### src/rtl/lcrc_pkg.sv
package lcrc_pkg;

    typedef enum logic [2:0] {
        PH_IDLE = 3'd0,
        PH_ACT  = 3'd1,
        PH_LN0  = 3'd2,
        PH_LN1  = 3'd3,
        PH_CW0  = 3'd4,
        PH_CW1  = 3'd5
    } phase_e;

    typedef struct packed {
        phase_e ph;
    } seq_t;

endpackage

### src/rtl/lcrc_seq.sv
module lcrc_seq
    import lcrc_pkg::*;
(
    input  logic clk,
    input  logic rst_n,
    input  logic trs_stb,
    input  logic tag_bit,
    output logic clr_o,
    output logic acc_o,
    output logic cap_o,
    output logic cmp_o
);

    seq_t s_d, s_q;
    logic start_code;

    always_comb begin
        s_d        = s_q;
        clr_o      = 1'b0;
        acc_o      = 1'b0;
        cap_o      = 1'b0;
        cmp_o      = 1'b0;
        start_code = trs_stb && !tag_bit;
        if (start_code) begin
            s_d.ph = PH_ACT;
            clr_o  = 1'b1;
        end else begin
            unique case (s_q.ph)
                PH_ACT: begin
                    acc_o = 1'b1;
                    if (trs_stb) s_d.ph = PH_LN0;
                end
                PH_LN0: begin
                    acc_o  = 1'b1;
                    s_d.ph = PH_LN1;
                end
                PH_LN1: begin
                    acc_o  = 1'b1;
                    s_d.ph = PH_CW0;
                end
                PH_CW0: begin
                    cap_o  = 1'b1;
                    s_d.ph = PH_CW1;
                end
                PH_CW1: begin
                    cmp_o  = 1'b1;
                    s_d.ph = PH_IDLE;
                end
                default: s_d.ph = PH_IDLE;
            endcase
        end
    end

    always_ff @(posedge clk or negedge rst_n) begin
        if (!rst_n) s_q <= '{ph: PH_IDLE};
        else        s_q <= s_d;
    end


    ln_follow_chk: assert property (@(posedge clk) disable iff (!rst_n)
        (s_q.ph == PH_LN1 && !(trs_stb && !tag_bit)) |=> (s_q.ph == PH_CW0));


    orphan_end_chk: assert property (@(posedge clk) disable iff (!rst_n)
        (s_q.ph == PH_IDLE && trs_stb && tag_bit) |=> (s_q.ph == PH_IDLE));


    restart_chk: assert property (@(posedge clk) disable iff (!rst_n)
        (trs_stb && !tag_bit) |=> (s_q.ph == PH_ACT));


    strobe_excl_chk: assert property (@(posedge clk) disable iff (!rst_n)
        $onehot0({clr_o, acc_o, cap_o, cmp_o}));

endmodule

### src/rtl/lcrc_lane.sv
module lcrc_lane #(
    parameter int          DATA_W    = 10,
    parameter int          CRC_W     = 18,
    parameter logic [17:0] POLY_MASK = 18'h23000
) (
    input  logic              clk,
    input  logic              rst_n,
    input  logic [DATA_W-1:0] data_i,
    input  logic              clr_i,
    input  logic              acc_i,
    input  logic              cap_i,
    input  logic              cmp_i,
    output logic              err_o
);

    localparam int HALF_W = CRC_W / 2;

    typedef struct packed {
        logic [CRC_W-1:0]  crc;
        logic [HALF_W-1:0] lo;
        logic              err;
    } lane_t;

    lane_t l_d, l_q;

    function automatic logic [CRC_W-1:0] crc_word(input logic [CRC_W-1:0] c,
                                                  input logic [DATA_W-1:0] d);
        logic [CRC_W-1:0] r;
        logic             fb;
        r = c;
        for (int i = 0; i < DATA_W; i++) begin
            fb = r[0] ^ d[i];
            r  = r >> 1;
            if (fb) r = r ^ POLY_MASK[CRC_W-1:0];
        end
        return r;
    endfunction

    logic [CRC_W-1:0] embedded;

    always_comb begin
        l_d      = l_q;
        embedded = {data_i[HALF_W-1:0], l_q.lo};
        if (clr_i)      l_d.crc = '0;
        else if (acc_i) l_d.crc = crc_word(l_q.crc, data_i);
        if (cap_i)      l_d.lo  = data_i[HALF_W-1:0];
        if (cmp_i)      l_d.err = (embedded != l_q.crc);
    end

    always_ff @(posedge clk or negedge rst_n) begin
        if (!rst_n) l_q <= '0;
        else        l_q <= l_d;
    end

    assign err_o = l_q.err;


    crc_clear_chk: assert property (@(posedge clk) disable iff (!rst_n)
        clr_i |=> (l_q.crc == '0));


    flag_hold_chk: assert property (@(posedge clk) disable iff (!rst_n)
        !cmp_i |=> $stable(l_q.err));


    match_low_chk: assert property (@(posedge clk) disable iff (!rst_n)
        (cmp_i && data_i[HALF_W-1:0] == l_q.crc[CRC_W-1:HALF_W]
               && l_q.lo == l_q.crc[HALF_W-1:0]) |=> !l_q.err);


    crc_freeze_chk: assert property (@(posedge clk) disable iff (!rst_n)
        (cap_i || cmp_i) |=> $stable(l_q.crc));

endmodule

### src/rtl/lcrc_top.sv
module lcrc_top #(
    parameter int DATA_W  = 10,
    parameter int CRC_W   = 18,
    parameter int TAG_BIT = 6
) (
    input  logic              clk,
    input  logic              rst_n,
    input  logic [DATA_W-1:0] luma_i,
    input  logic [DATA_W-1:0] chroma_i,
    input  logic              trs_stb,
    output logic              luma_crc_err,
    output logic              chroma_crc_err
);

    localparam int LANES = 2;

    logic clr, acc, cap, cmp;
    logic [LANES-1:0][DATA_W-1:0] lane_data;
    logic [LANES-1:0]             lane_err;

    assign lane_data[0] = luma_i;
    assign lane_data[1] = chroma_i;

    lcrc_seq u_seq (
        .clk     (clk),
        .rst_n   (rst_n),
        .trs_stb (trs_stb),
        .tag_bit (luma_i[TAG_BIT]),
        .clr_o   (clr),
        .acc_o   (acc),
        .cap_o   (cap),
        .cmp_o   (cmp)
    );

    for (genvar g = 0; g < LANES; g++) begin : g_lane
        lcrc_lane #(
            .DATA_W (DATA_W),
            .CRC_W  (CRC_W)
        ) u_lane (
            .clk    (clk),
            .rst_n  (rst_n),
            .data_i (lane_data[g]),
            .clr_i  (clr),
            .acc_i  (acc),
            .cap_i  (cap),
            .cmp_i  (cmp),
            .err_o  (lane_err[g])
        );
    end

    assign luma_crc_err   = lane_err[0];
    assign chroma_crc_err = lane_err[1];


    reset_low_chk: assert property (@(posedge clk)
        $rose(rst_n) |-> (!luma_crc_err && !chroma_crc_err));

endmodule

### config.mk
export PLATFORM = sky130hd
export DESIGN_NAME = lcrc_top
export DESIGN_NICKNAME = d
export VERILOG_FILES = /design/src/rtl/lcrc_pkg.sv /design/src/rtl/lcrc_seq.sv /design/src/rtl/lcrc_lane.sv /design/src/rtl/lcrc_top.sv
export SDC_FILE = /design/constraint.sdc
export NUM_CORES = 1
export LEC_CHECK = 0
export ABC_AREA = 1
export BUFFER_PORTS_ARGS = -buffer_cell sky130_fd_sc_hd__buf_2
export CORE_AREA = 2 2 129 93
export CTS_BUF_LIST = sky130_fd_sc_hd__clkbuf_8
export DETAILED_ROUTE_END_ITERATION = 8
export DIE_AREA = 0 0 131 95
export PLACE_DENSITY = 0.53
export SKIP_CTS_REPAIR_TIMING = 1
export SLEW_MARGIN = 20
export SYNTH_ARGS = -nofsm -noshare
export SYNTH_HDL_FRONTEND = slang
export SYNTH_SLANG_ARGS = --single-unit
### constraint.sdc
create_clock -name clk -period 1.55 [get_ports clk]
set_clock_uncertainty 0.05 [all_clocks]
set_input_delay 0.155 -clock clk [delete_from_list [all_inputs] [get_ports clk]]
set_output_delay 0.155 -clock clk [all_outputs]
set_load 0.1 [all_outputs]
======== After elaboration in Yosys (flattened, before gate mapping) ========
Cells that the tools add are included.
cells by class
  add/subtract/negate cells ............... 0
  multipliers ............................. 0
  divide/modulo/power cells ............... 0
  magnitude comparators ................... 0
  eq/ne operators ......................... 8
  shifts and indexed selects .............. 0
  muxes and demuxes ....................... 70
  bitwise gates (word level) .............. 40
  reductions and logical operators ........ 4
operators by type and width
  kind                count
  $mux 18             60
  $not 2->3           20
  $ne 18x18->1        2
  $xor 1x1->1         20
  $pmux 3 s4          1
  $mux 1              7
  $eq 3x2->1 const B  2
  $eq 3x3->1 const B  2
  $mux 3              2
  $eq 3x1->1 const B  1
  $ne 3x2->1 const B  1
  $reduce_or 3->1     1
  $reduce_bool 2->1   1
  $logic_and 1x1->1   1
  $logic_not 1->1     1
word-level totals
  bits in registers ....................... 59
  bits in latches ......................... 0
  RAM bits ................................ 0
  ROM bits ................................ 0
  logic and storage cells ................. 129
  memories kept ........................... 0

======== Logic depth before layout (Yosys ltp) ========
Gate-level depths: netlist of run 1.
  depth in word-level cells ............... 42
  gate-level depth with buffers ........... 8
  gate-level depth less buffers ........... 8

======== Modules after synthesis ========
From an unflattened synthesis of run 1, not the netlist that was laid out.
unflattened totals
  cells, all modules ...................... 519
  area, all modules ....................... 3662.3 um^2
by module, submodules not included
  module                        times used  cells each  area an instance (um^2)  seq. area each (um^2)
  lcrc_lane (g_lane[1].u_lane)  1           245         1741.7                   700.7
  lcrc_lane (g_lane[0].u_lane)  1           245         1739.2                   700.7
  lcrc_seq                      1           29          181.4                    75.1

======== Worst setup path after synthesis of run 1 ========
OpenSTA, ideal clock, no wires.
  path kind ............................... reg-to-reg
  start point ............................. reg u_seq.s_q[1] (netlist bit)
  end point ............................... reg g_lane[0].u_lane.l_q[26] (netlist bit)
  arrival ................................. 1125 ps
  data required time ...................... 1362 ps
  slack ................................... 237 ps
  cell stages (with the launch flop) ...... 8
  clock period less this slack ............ 1313 ps
  path through ............................ dfrtp_1 -> nor2_1 -> inv_1 -> a21oi_4 -> nor2_4 -> inv_4 -> buf_6 -> o22ai_2
on the way
  cells in the longest elaborated chain, start to end .. 5
ends and longest elaborated chain
  item                                      line             RTL
  start, declared                           lcrc_seq.sv:14   seq_t s_d, s_q;
  start signal, assigned                    lcrc_seq.sv:55   if (!rst_n) s_q <= '{ph: PH_IDLE};
  $eq 3x1->1 or $eq 3x2->1 (tied branches)  lcrc_seq.sv:28   unique case (s_q.ph)
  $reduce_or 3->1 (no source line) *        --
  $mux 1 *                                  lcrc_seq.sv:28
  $mux 1 *                                  lcrc_seq.sv:24   if (start_code) begin
  $reduce_bool 2->1 (no source line) *      --
  end signal, assigned                      lcrc_lane.sv:52  else l_q <= l_d;
  end, declared                             lcrc_lane.sv:24  lane_t l_d, l_q;
Mark *: on every way between the ends. The rest lies on a longest branch, timed or not.
A chain may end at the register's enable or synchronous reset.

======== Worst setup path after layout of run 1 ========
  start point ............................. reg u_seq.s_q[1] (netlist bit)
  end point ............................... reg g_lane[0].u_lane.l_q[22] (netlist bit)
The elaborated chain is that of the path after synthesis.

==> out/summary.log, run 1 <==
[run_status] status completed
[clock_tree] sinks on the clock net 59
[worst_setup_path] launching element type of the critical path flop
[power_and_ir_drop] peak supply drop 670 uV
[clock_tree] clock tree root buffer cell sky130_fd_sc_hd__clkbuf_8
[detailed_routing] drt initial violations 193
[global_routing] All-Layer GR Usage 16.8%
[timing] unrepaired setup endpoints after global routing false
[placement] number of port buffers 24
[detailed_routing] number of remaining DRC errors 0
[worst_hold_path] hold path start luma_i[7]
[floorplan] initial cell density of the core 31.9%
[cells_and_area] number of nets at the end of the flow 564
[worst_setup_path] Worst Setup End Kind flop
[worst_setup_path] slowest CP cell sky130_fd_sc_hd__dfrtp_1
[detailed_routing] final wirelength 9.64 mm
[synth] mapped cell area 3620 um2
[clock_tree] clock-pin slew reported for the worst setup and hold paths after clock tree synthesis 0.07 ns
[global_routing] largest net degree at the start of global routing 30
[timing] number of failing setup endpoints in the final timing report 0
[detailed_routing] length of the first detailed-routing pass in iterations 6
[timing] tightest slew margin relative to the limit 68.1%
[floorplan] core area 11400 um2
[placement] HPWL after detailed placement 7.12 mm
[power_and_ir_drop] leakage component of the power 2.16 nW
[cells_and_area] number of filler instances in the final layout 1184
[worst_setup_path] Critical path origin u_seq.s_q[1]$_DFFE_PN0P_
[worst_setup_path] class of the most critical setup path reg2reg
[cells_and_area] Area growth syn-to-layout 17.0%
[worst_setup_path] Worst EP required 1.74 ns
[timing] Hold Violations, Final 0
[placement] instance area at placement 3980 um2
[worst_setup_path] Worst Reg2Reg Path Length in Cells 7
[timing] share of the cycle needed by the critical path after routing 94.9%
[cells_and_area] diodes inserted 0
[synth] fraction of synthesis flops using an asynchronous set or reset pin 100%
[synth] register area share after synthesis 40.8%
[timing] Max Fclk 680 MHz
[clock_tree] maximum clock insertion buffer count 2
[flow_run] max-cap violation count 0
[clock_tree] number of H-tree branching levels 3
[detailed_routing] post-DR vias/cell 4.55
[global_routing] total congestion overflow after global routing 0
[synth] post-synthesis net count 520
[timing] sum of negative setup slack 0 ns
[worst_setup_path] slowest stage delay, CP 0.41 ns
[worst_hold_path] Min-Delay Path Class in2reg
[worst_hold_path] endpoint of the worst hold path g_lane[0].u_lane.embedded[7]$_DFFE_PN0P_
[detailed_routing] DR vias 3199
[worst_setup_path] Max Fanout on Critical Path 18
[worst_setup_path] reg2reg setup slack 0.08 ns
[floorplan] number of ports placed on the die boundary 25
[worst_setup_path] top cell family by delay on the critical path simple AND/OR/NAND/NOR gates
[floorplan] total number of placement rows 33
[synth] Post-synth EDFFs 0
[detailed_routing] DRT antenna net count 0
[worst_setup_path] Crit path buffers/inverters 2
[timing] transition at the pin with the smallest max-transition slack 0.482 ns
[timing] Worst Hold Margin 0.0520 ns
[cells_and_area] ratio of cells with drive above 1 in the final layout 14.5%
[cells_and_area] Post-Layout Inst Area 4240 um2
[timing] clock period minus worst slack 1.47 ns
[synth] count of different cell masters after synthesis 25
[timing] total count of max-transition violations in the final report 0
[floorplan] area of the die 12400 um2
[power_and_ir_drop] Pwr per Cell Area 2140 nW/um2
[worst_setup_path] worst path arrival time 1.66 ns
[worst_setup_path] r2r endpoint g_lane[0].u_lane.l_q[22]$_DFFE_PN0P_
[worst_setup_path] Reg-to-Reg Start u_seq.s_q[1]$_DFFE_PN0P_
[worst_setup_path] CP Cell Sequence nor2_1, inv_2, a21oi_4, nor2_4, buf_8, nand3_1, nand2_1
[worst_hold_path] hold-critical path depth 3
[synth] Post-synth top flop sky130_fd_sc_hd__dfrtp_1
[synth] number of flip-flops and latches in the synthesized netlist 59
[placement] RePlAce Congestion 0.817
[clock_tree] clock tree from TritonCTS done
[synth] mean instance size in the synthesized netlist 7.29 um2
[global_routing] number of antenna violations at the first check in global routing 0
[detailed_routing] WL per Instance 13.7 um
[global_routing] via count of the first global-routing pass 3106
[clock_tree] clk_lat worst skew 0.35 ns
[floorplan] y dimension of the die 95 um
[clock_tree] clock buffers created by TritonCTS 9
[synth] Yosys warning total 0
[floorplan] overall die width 131 um
[global_routing] wire length of the first global-routing pass 15.6 mm
[synth] number of instances in the synthesized netlist 497
==> cell families (layout without fill, tap and decap cells) <==
group,count (synthesis),count (layout),share of synthesized area [%]
xor+xnor,40,40,9.67
simple gates,251,251,27.5
mux,2,2,0.622
buf+inv,77,126,9.22
flops,59,59,40.8
compound gates,68,68,12.2
==> layout make-up <==
| type | instances | area (um2) | share of cell area, % |
|---|---|---|---|
| multi-input combinational | 361 | 1820 | 42.9 |
| sequential | 59 | 1480 | 34.8 |
| timing repair buffer | 41 | 287 | 6.76 |
| inverter | 69 | 269 | 6.35 |
| tap | 157 | 196 | 4.63 |
| clock buffer | 13 | 179 | 4.22 |
| clock inverter | 3 | 12.5 | 0.295 |
==> how the worst max path moves through the flow <==
stage / endpoint / depth (start not counted)
finish: g_lane[0].u_lane.l_q[22]$_DFFE_PN0P_ / 7
global route: g_lane[0].u_lane.embedded[5]$_DFFE_PN0P_ / 6
CTS: g_lane[0].u_lane.embedded[0]$_DFFE_PN0P_ / 7
detailed placement: g_lane[0].u_lane.embedded[0]$_DFFE_PN0P_ / 7
global placement: g_lane[0].u_lane.embedded[2]$_DFFE_PN0P_ / 7
floorplan: g_lane[0].u_lane.l_q[26]$_DFFE_PN0P_ / 7
==> sequential cells by signal, summed over array words and instances, names as in the netlist <==
name	cells
g_lane.u_lane.err_o	2
g_lane.u_lane.l_q	36
g_lane.u_lane.embedded	18
u_seq.s_q	3
==> worst reg2reg max path: stages, from the launching register on <==
cell and delay, ns:
sky130_fd_sc_hd__dfrtp_1 0.41, sky130_fd_sc_hd__nor2_1 0.13, sky130_fd_sc_hd__inv_2 0.08, sky130_fd_sc_hd__a21oi_4 0.23, sky130_fd_sc_hd__nor2_4 0.08, sky130_fd_sc_hd__buf_8 0.17, sky130_fd_sc_hd__nand3_1 0.13, sky130_fd_sc_hd__nand2_1 0.07
==> per-stage QoR <==
| step | utilization [%] | setup WS, ns | power [mW] | cells |
|---|---|---|---|---|
| 6_report | 37.3 | 0.0788 | 9.06 | 703 |
| 5_1_grt | 37.3 | 0.000706 | 9.89 | 703 |
| 4_1_cts | 36.7 | 0.0184 | 8.95 | 697 |
| 3_5_place_dp | 35.0 | 0.0270 | 7.54 | 681 |
| 3_3_place_gp | 35.0 | 0.0751 | 7.43 | 681 |
| 2_1_floorplan | - | 0.237 | 6.40 | 497 |
==> placed cells by master, fill, tap and decap left out, types with 2 or more instances in the layout <==
cell type	instances
sky130_fd_sc_hd__nand3b_1	2
sky130_fd_sc_hd__inv_2	3
sky130_fd_sc_hd__mux2_2	2
sky130_fd_sc_hd__o22ai_2	10
sky130_fd_sc_hd__buf_12	2
sky130_fd_sc_hd__buf_2	24
sky130_fd_sc_hd__inv_1	65
sky130_fd_sc_hd__inv_4	2
sky130_fd_sc_hd__nor2_1	21
sky130_fd_sc_hd__dfrtp_1	59
sky130_fd_sc_hd__a21oi_1	18
sky130_fd_sc_hd__buf_4	12
sky130_fd_sc_hd__nand3_1	23
sky130_fd_sc_hd__o21ai_0	22
sky130_fd_sc_hd__o21ai_1	8
sky130_fd_sc_hd__xnor2_1	29
sky130_fd_sc_hd__nand2_1	200
sky130_fd_sc_hd__o22ai_1	7
sky130_fd_sc_hd__xor2_1	11
sky130_fd_sc_hd__clkbuf_8	13
==> power by group <==
part / total, mW / switching (mW) / internal, mW
logic: 4.72 / 2.91 / 1.81
registers: 2.97 / 0.689 / 2.28
clock network: 1.37 / 0.633 / 0.742
==> layer usage <==
metal | track usage [%] | part of all wire [%] | vias up
met5 | 0 | 0 | -
met4 | 5.41 | 0.64 | 0
met3 | 4.53 | 5.5 | 6
met2 | 24.2 | 42 | 83
met1 | 24.4 | 52 | 1472
li1 | - | - | 1638
==> synth_stat cells, types with 2 or more instances <==
cell                       instances  area (um2)
sky130_fd_sc_hd__nand2_1         201         754
sky130_fd_sc_hd__inv_1            65         244
sky130_fd_sc_hd__dfrtp_1          59        1480
sky130_fd_sc_hd__xnor2_1          29         254
sky130_fd_sc_hd__nand3_1          24         120
sky130_fd_sc_hd__o21ai_0          24         120
sky130_fd_sc_hd__nor2_1           21        78.8
sky130_fd_sc_hd__a21oi_1          18        90.1
sky130_fd_sc_hd__xor2_1           11        96.3
sky130_fd_sc_hd__o22ai_2          10         125
sky130_fd_sc_hd__o22ai_1           7        43.8
sky130_fd_sc_hd__o21ai_1           6        30.0
sky130_fd_sc_hd__buf_6             5        56.3
sky130_fd_sc_hd__buf_2             2        10.0
sky130_fd_sc_hd__inv_2             2        7.51
sky130_fd_sc_hd__inv_4             2        12.5
sky130_fd_sc_hd__mux2_2            2        22.5
sky130_fd_sc_hd__nand3b_1          2        15.0
(Power assumes the default switching activity.)
==> inputs of run 2 (changes only) <==
- CTS_BUF_LIST: sky130_fd_sc_hd__clkbuf_8 -> unset
==> run 2 against run 1 <==
Against the previous run:
- setup slack better by 0.0052 ns
- utilization up 0.75 points
- non-clock buffer count down 1
- count of clock-buffer cells in the layout up 2
- die area unchanged
- clock power up 41%
- design area up 2.0%
- register-to-register slack about the same
- routed wire length down 0.80%
- critical path type unchanged
- largest power group unchanged
- highest routed layer unchanged
==> out/summary.log, run 2 (synthesis results as in run 1) <==
[placement] RePlAce Congestion 0.817 [unchanged]
[cells_and_area] most common cell after layout, fill and taps aside sky130_fd_sc_hd__nand2_1
[detailed_routing] length of the first detailed-routing pass in iterations 5 [-1]
[worst_setup_path] worst path arrival time 1.62 ns [-0.04 ns]
[timing] share of the cycle needed by the critical path after routing 94.6% [-0.33 points]
[global_routing] number of antenna violations at the first check in global routing 0 [unchanged]
[cells_and_area] Largest register FFs 36 [unchanged]
[detailed_routing] post-DR vias/cell 4.57 [+0.52%]
[detailed_routing] DRT antenna net count 0 [unchanged]
[floorplan] initial cell density of the core 31.9% [unchanged]
[global_routing] total congestion overflow after global routing 0 [unchanged]
[detailed_routing] met2 wire len 4.02 mm [-0.20%]
[clock_tree] number of H-tree branching levels 3 [unchanged]
[timing] total count of max-transition violations in the final report 0 [unchanged]
[power_and_ir_drop] leakage component of the power 2.19 nW [+1.5%]
[floorplan] area of the die 12400 um2 [unchanged]
[global_routing] All-Layer GR Usage 16.7% [-0.14 points]
[placement] number of instances in the placed design 681 [unchanged]
[worst_setup_path] Worst EP required 1.71 ns [-0.03 ns]
[global_routing] via count of the first global-routing pass 3112 [+0.19%]
[placement] HPWL after detailed placement 7.12 mm [unchanged]
[global_routing] wire length of the first global-routing pass 15.6 mm [+0.18%]
[timing] clock period minus worst slack 1.47 ns [-0.00516 ns]
[timing] Hold Violations, Final 0 [unchanged]
[cells_and_area] Layout Utilization 38.1% [+0.75 points]
[worst_hold_path] Min-Delay Path Class in2reg
[detailed_routing] met1 WL 5.04 mm [+0.56%]
[cells_and_area] diodes inserted 0 [unchanged]
[floorplan] core area 11400 um2 [unchanged]
[clock_tree] clock-pin slew reported for the worst setup and hold paths after clock tree synthesis 0.05 ns [-0.02 ns]
[detailed_routing] drt initial violations 207 [+7.3%]
[clock_tree] maximum clock insertion buffer count 2 [unchanged]
[floorplan] total number of placement rows 33 [unchanged]
[floorplan] overall die width 131 um [unchanged]
[cells_and_area] ratio of cells with drive above 1 in the final layout 13.9% [-0.52 points]
[clock_tree] clock tree root buffer cell sky130_fd_sc_hd__clkbuf_16
[power_and_ir_drop] Pwr per Cell Area 2210 nW/um2 [+3.6%]
[worst_setup_path] Worst Setup End Kind flop
[detailed_routing] max layer used met4
[cells_and_area] Area growth syn-to-layout 19.4%
[detailed_routing] number of remaining DRC errors 0 [unchanged]
[worst_setup_path] class of the most critical setup path reg2reg
[timing] number of failing setup endpoints in the final timing report 0 [unchanged]
[detailed_routing] met3 routed wirelength 428 um [-19%]
[timing] transition at the pin with the smallest max-transition slack 0.482 ns [-0.0000240 ns]
[detailed_routing] final wirelength 9.56 mm [-0.80%]
[worst_setup_path] Max Fanout on Critical Path 18 [unchanged]
[placement] number of port buffers 24 [unchanged]
[power_and_ir_drop] peak supply drop 745 uV [+11%]
[clock_tree] clk_lat worst skew 0.33 ns [-0.02 ns]
[timing] Max Fclk 682 MHz [+0.35%]
[cells_and_area] top library cells by usage in the layout, fill and taps aside 200 x sky130_fd_sc_hd__nand2_1, 64 x sky130_fd_sc_hd__inv_1, 59 x sky130_fd_sc_hd__dfrtp_1, 29 x sky130_fd_sc_hd__xnor2_1
[global_routing] largest net degree at the start of global routing 30 [unchanged]
[timing] unrepaired setup endpoints after global routing true
[cells_and_area] number of nets at the end of the flow 563 [-0.18%]
[cells_and_area] post-layout instance count excluding filler cells 702 [-0.14%]
[cells_and_area] register ranked first by flip-flop count g_lane.u_lane.l_q
[run_status] status completed
[worst_setup_path] launching element type of the critical path flop
[timing] tightest slew margin relative to the limit 68.1% [about the same]
[clock_tree] clock buffers created by TritonCTS 9 [unchanged]
[detailed_routing] DR vias 3211 [+0.38%]
[floorplan] y dimension of the die 95 um [unchanged]
[floorplan] number of ports placed on the die boundary 25 [unchanged]
[detailed_routing] WL per Instance 13.6 um [-0.66%]
[clock_tree] sinks on the clock net 59 [unchanged]
[flow_run] max-cap violation count 0 [unchanged]
[cells_and_area] number of filler instances in the final layout 1176 [-0.68%]
[clock_tree] clock tree from TritonCTS done
[power_and_ir_drop] total power of the final layout 9.58 mW [+5.7%]
## run 2: changes by cell type in the layout (fill, tap and decap cells not counted)
cell                        previous run  this run
sky130_fd_sc_hd__nand3_2               1         0
sky130_fd_sc_hd__nand3_1              23        24
sky130_fd_sc_hd__clkbuf_16             0         9
sky130_fd_sc_hd__inv_2                 3         2
sky130_fd_sc_hd__buf_6                 1         0
sky130_fd_sc_hd__clkbuf_1              0         2
sky130_fd_sc_hd__clkbuf_8             13         4
sky130_fd_sc_hd__inv_1                65        64
## run 2: cell type report
class                      count  area, um2  area share (%)
clock inverter                 1       5.00           0.116
clock buffer                  15        288            6.66
tap                          157        196            4.54
timing repair buffer          40        275            6.37
inverter                      69        269            6.22
sequential                    59       1480            34.1
multi-input combinational    361       1810            42.0
## run 2: critical path, stage by stage (launching register included)
cell,delay [ns]
sky130_fd_sc_hd__dfrtp_1,0.39
sky130_fd_sc_hd__nor2_1,0.11
sky130_fd_sc_hd__inv_1,0.10
sky130_fd_sc_hd__a21oi_4,0.25
sky130_fd_sc_hd__nor2_4,0.08
sky130_fd_sc_hd__buf_8,0.17
sky130_fd_sc_hd__nand3_1,0.13
sky130_fd_sc_hd__nand2_1,0.07
## run 2: per-stage QoR
stage	instance area, um2	setup TNS, ns	hold slack, ns	worst slack, ns
floorplan	3620	0	-0.191	0.237
global placement	3980	0	0.0730	0.0751
detailed placement	3980	0	0.0750	0.0270
CTS	4270	0	-0.270	0.0205
global route	4320	-0.115	0.0962	-0.0369
finish	4320	0	0.0822	0.0839
## run 2: metal layers
layer,vias up,track usage (%)
met4,0,4.08
met2,66,24.7
met5,-,0
met3,7,4.19
met1,1501,24.3
li1,1637,-
## run 2: power breakdown
| group | internal [mW] | switching [mW] |
|---|---|---|
| Clock | 1.25 | 0.673 |
| Combinational | 1.79 | 2.89 |
| Sequential | 2.28 | 0.685 |
| Total | 5.33 | 4.25 |
## run 2: final timing paths
check / from / endpoint / slack (ns) / depth (start not counted)
max: u_seq.s_q[0]$_DFFE_PN0P_ / g_lane[0].u_lane.l_q[22]$_DFFE_PN0P_ / 0.08 / 7
min: luma_i[7] / g_lane[0].u_lane.embedded[7]$_DFFE_PN0P_ / 0.08 / 3
max reg2reg: u_seq.s_q[0]$_DFFE_PN0P_ / g_lane[0].u_lane.l_q[22]$_DFFE_PN0P_ / 0.08 / 7
min reg2reg: g_lane[0].u_lane.err_o$_DFFE_PN0P_ / g_lane[0].u_lane.err_o$_DFFE_PN0P_ / 0.45 / 2
max in group asynchronous: rst_n / g_lane[0].u_lane.err_o$_DFFE_PN0P_ / 0.66 / 3
min in group asynchronous: rst_n / g_lane[1].u_lane.embedded[8]$_DFFE_PN0P_ / 0.26 / 2
==> inputs of run 3 (changes only) <==
- REMOVE_ABC_BUFFERS: unset -> 1
==> run 3 against run 2 <==
Against the previous run:
- combinational power is essentially flat
- clock power is 3% higher
- flip-flop and latch count unchanged
- via count decreased by 1.2%
- design area down 0.32%
- global-route usage up 0.17 points
- final cell count shrank 0.14%
==> out/summary.log, run 3 (synthesis results as in run 1) <==
[run_status] status completed
[timing] clock period minus worst slack 1.44 ns [-0.0244 ns]
[timing] sum of negative setup slack 0 ns [unchanged]
[cells_and_area] post-layout instance count excluding filler cells 701 [-0.14%]
[power_and_ir_drop] clock network fraction of total power 20.6% [+0.5 points]
[global_routing] All-Layer GR Usage 16.9% [+0.17 points]
[floorplan] y dimension of the die 95 um [unchanged]
[power_and_ir_drop] Pwr per Cell Area 2240 nW/um2 [+0.97%]
[global_routing] wire length of the first global-routing pass 15.7 mm [+0.22%]
[global_routing] largest net degree at the start of global routing 42 [+40%]
[timing] total count of max-transition violations in the final report 0 [unchanged]
[worst_setup_path] Max Fanout on Critical Path 17 [-1]
[worst_setup_path] Worst EP required 1.74 ns [+0.03 ns]
[placement] HPWL after detailed placement 6.95 mm [-2.4%]
[power_and_ir_drop] share of total power in sequential cells 30.8% [-0.2 points]
[placement] RePlAce Congestion 0.859 [+5.2%]
[floorplan] core area 11400 um2 [unchanged]
[global_routing] total congestion overflow after global routing 0 [unchanged]
[placement] Post-Place Worst Slack 0.0765 ns [+0.0495 ns]
[detailed_routing] post-DR vias/cell 4.52 [-1.1%]
[clock_tree] clk_lat worst skew 0.34 ns [about the same]
[cells_and_area] Layout Utilization 38.0% [-0.12 points]
[power_and_ir_drop] peak supply drop 1020 uV [+37%]
[worst_setup_path] launching element type of the critical path flop
[worst_setup_path] Crit path buffers/inverters 2 [unchanged]
[detailed_routing] length of the first detailed-routing pass in iterations 5 [unchanged]
[cells_and_area] register ranked first by flip-flop count g_lane.u_lane.l_q
[global_routing] via count of the first global-routing pass 3046 [-2.1%]
[timing] number of failing setup endpoints in the final timing report 0 [unchanged]
[cells_and_area] most common cell after layout, fill and taps aside sky130_fd_sc_hd__nand2_1
[clock_tree] sinks on the clock net 59 [unchanged]
[clock_tree] clock tree root buffer cell sky130_fd_sc_hd__clkbuf_16
[cells_and_area] number of nets at the end of the flow 562 [-0.18%]
[cells_and_area] ratio of cells with drive above 1 in the final layout 13.8% [-0.16 points]
[placement] number of instances in the placed design 682 [+0.15%]
[cells_and_area] top library cells by usage in the layout, fill and taps aside 201 x sky130_fd_sc_hd__nand2_1, 64 x sky130_fd_sc_hd__inv_1, 59 x sky130_fd_sc_hd__dfrtp_1, 29 x sky130_fd_sc_hd__xnor2_1
[timing] share of the cycle needed by the critical path after routing 93.0% [-1.6 points]
[cells_and_area] diodes inserted 0 [unchanged]
[clock_tree] clock-pin slew reported for the worst setup and hold paths after clock tree synthesis 0.05 ns [about the same]
[cells_and_area] Largest register FFs 36 [unchanged]
[power_and_ir_drop] leakage component of the power 2.19 nW [-0.22%]
[worst_setup_path] top cell family by delay on the critical path compound AO/OA/AOI/OAI gates
[detailed_routing] number of remaining DRC errors 0 [unchanged]
[detailed_routing] DR vias 3171 [-1.2%]
[timing] transition at the pin with the smallest max-transition slack 0.511 ns [+0.0284 ns]
[power_and_ir_drop] power share of the combinational group 48.6% [-0.3 points]
[worst_setup_path] slowest stage delay, CP 0.40 ns [about the same]
[detailed_routing] drt initial violations 211 [+1.9%]
[flow_run] max-cap violation count 0 [unchanged]
[cells_and_area] Area growth syn-to-layout 19.0%
[floorplan] initial cell density of the core 31.9% [unchanged]
[clock_tree] clock tree from TritonCTS done
[power_and_ir_drop] switching power 4.28 mW [+0.65%]
[clock_tree] clock buffers created by TritonCTS 9 [unchanged]
[worst_hold_path] Min-Delay Path Class in2reg
[detailed_routing] WL per Instance 13.5 um [-0.87%]
[floorplan] number of ports placed on the die boundary 25 [unchanged]
[timing] post-route setup slack 0.108 ns [+0.0244 ns]
[worst_setup_path] class of the most critical setup path reg2reg
[floorplan] area of the die 12400 um2 [unchanged]
[power_and_ir_drop] net switching share of the total power 44.4% [about the same]
[worst_setup_path] CP Cell Sequence nor2_1, inv_1, a21oi_4, inv_2, o22ai_1
[worst_setup_path] slowest CP cell sky130_fd_sc_hd__dfrtp_1
[timing] Hold Violations, Final 0 [unchanged]
[worst_setup_path] worst path arrival time 1.63 ns [about the same]
[timing] tightest slew margin relative to the limit 65.9% [-2.2 points]
[timing] Max Fclk 694 MHz [+1.7%]
[floorplan] overall die width 131 um [unchanged]
[global_routing] number of antenna violations at the first check in global routing 0 [unchanged]
[detailed_routing] DRT antenna net count 0 [unchanged]
[power_and_ir_drop] cell-internal power 5.36 mW [+0.64%]
[clock_tree] maximum clock insertion buffer count 2 [unchanged]
[clock_tree] number of H-tree branching levels 3 [unchanged]
[worst_setup_path] Worst Setup End Kind flop
[floorplan] total number of placement rows 33 [unchanged]
[detailed_routing] final wirelength 9.46 mm [-1.0%]
[timing] unrepaired setup endpoints after global routing false
[placement] number of port buffers 24 [unchanged]
==> run 3: final timing paths <==
kind / from / end / slack, ns / cells past startpoint
hold reg to reg: g_lane[0].u_lane.l_q[21]$_DFFE_PN0P_ / g_lane[0].u_lane.l_q[21]$_DFFE_PN0P_ / 0.45 / 2
hold / removal: luma_i[8] / g_lane[0].u_lane.embedded[8]$_DFFE_PN0P_ / 0.08 / 3
setup reg to reg: u_seq.s_q[1]$_DFFE_PN0P_ / g_lane[1].u_lane.l_q[27]$_DFFE_PN0P_ / 0.11 / 5
max in group asynchronous: rst_n / g_lane[0].u_lane.embedded[2]$_DFFE_PN0P_ / 0.91 / 3
min in group asynchronous: rst_n / g_lane[1].u_lane.l_q[19]$_DFFE_PN0P_ / 0.28 / 3
setup / recovery: u_seq.s_q[1]$_DFFE_PN0P_ / g_lane[1].u_lane.l_q[27]$_DFFE_PN0P_ / 0.11 / 5
==> run 3: layer usage <==
metal	up-vias	track usage [%]	wire [um]
met2	64	22.9	3800
met1	1466	26.0	5210
met4	0	4.26	85
met3	8	4.48	371
met5	-	0	0
li1	1633	-	-
==> run 3: power groups by stage <==
stage | Clock, mW | Combinational (mW) | Sequential, mW
after CTS | 2.03 | 4.61 | 2.96
after floorplan | 0 | 3.24 | 2.98
after global routing | 2.11 | 5.31 | 3.08
after global placement | 0 | 4.55 | 2.96
final | 1.99 | 4.69 | 2.97
after detailed placement | 0 | 4.58 | 2.97
==> run 3: worst min-delay path: cells and delay by family <==
kind / cells / cell delay, ns
buf+inv: 2 / 0.18
compound gates: 1 / 0.08
==> run 3: area by class of cell <==
class	instances	area (um2)
clock inverter	5	52.6
inverter	69	267
fill	1165	7040
clock buffer	11	243
timing repair buffer	39	264
tap	157	196
sequential	59	1480
multi-input combinational	361	1810
==> run 3: stage by stage <==
step	hold slack, ns	area, um2	total power, mW
finish	0.0775	4310	9.64
global route	0.0900	4310	10.5
CTS	-0.255	4280	9.60
detailed placement	0.0975	3980	7.56
global placement	0.0983	3980	7.52
floorplan	-0.191	3550	6.22
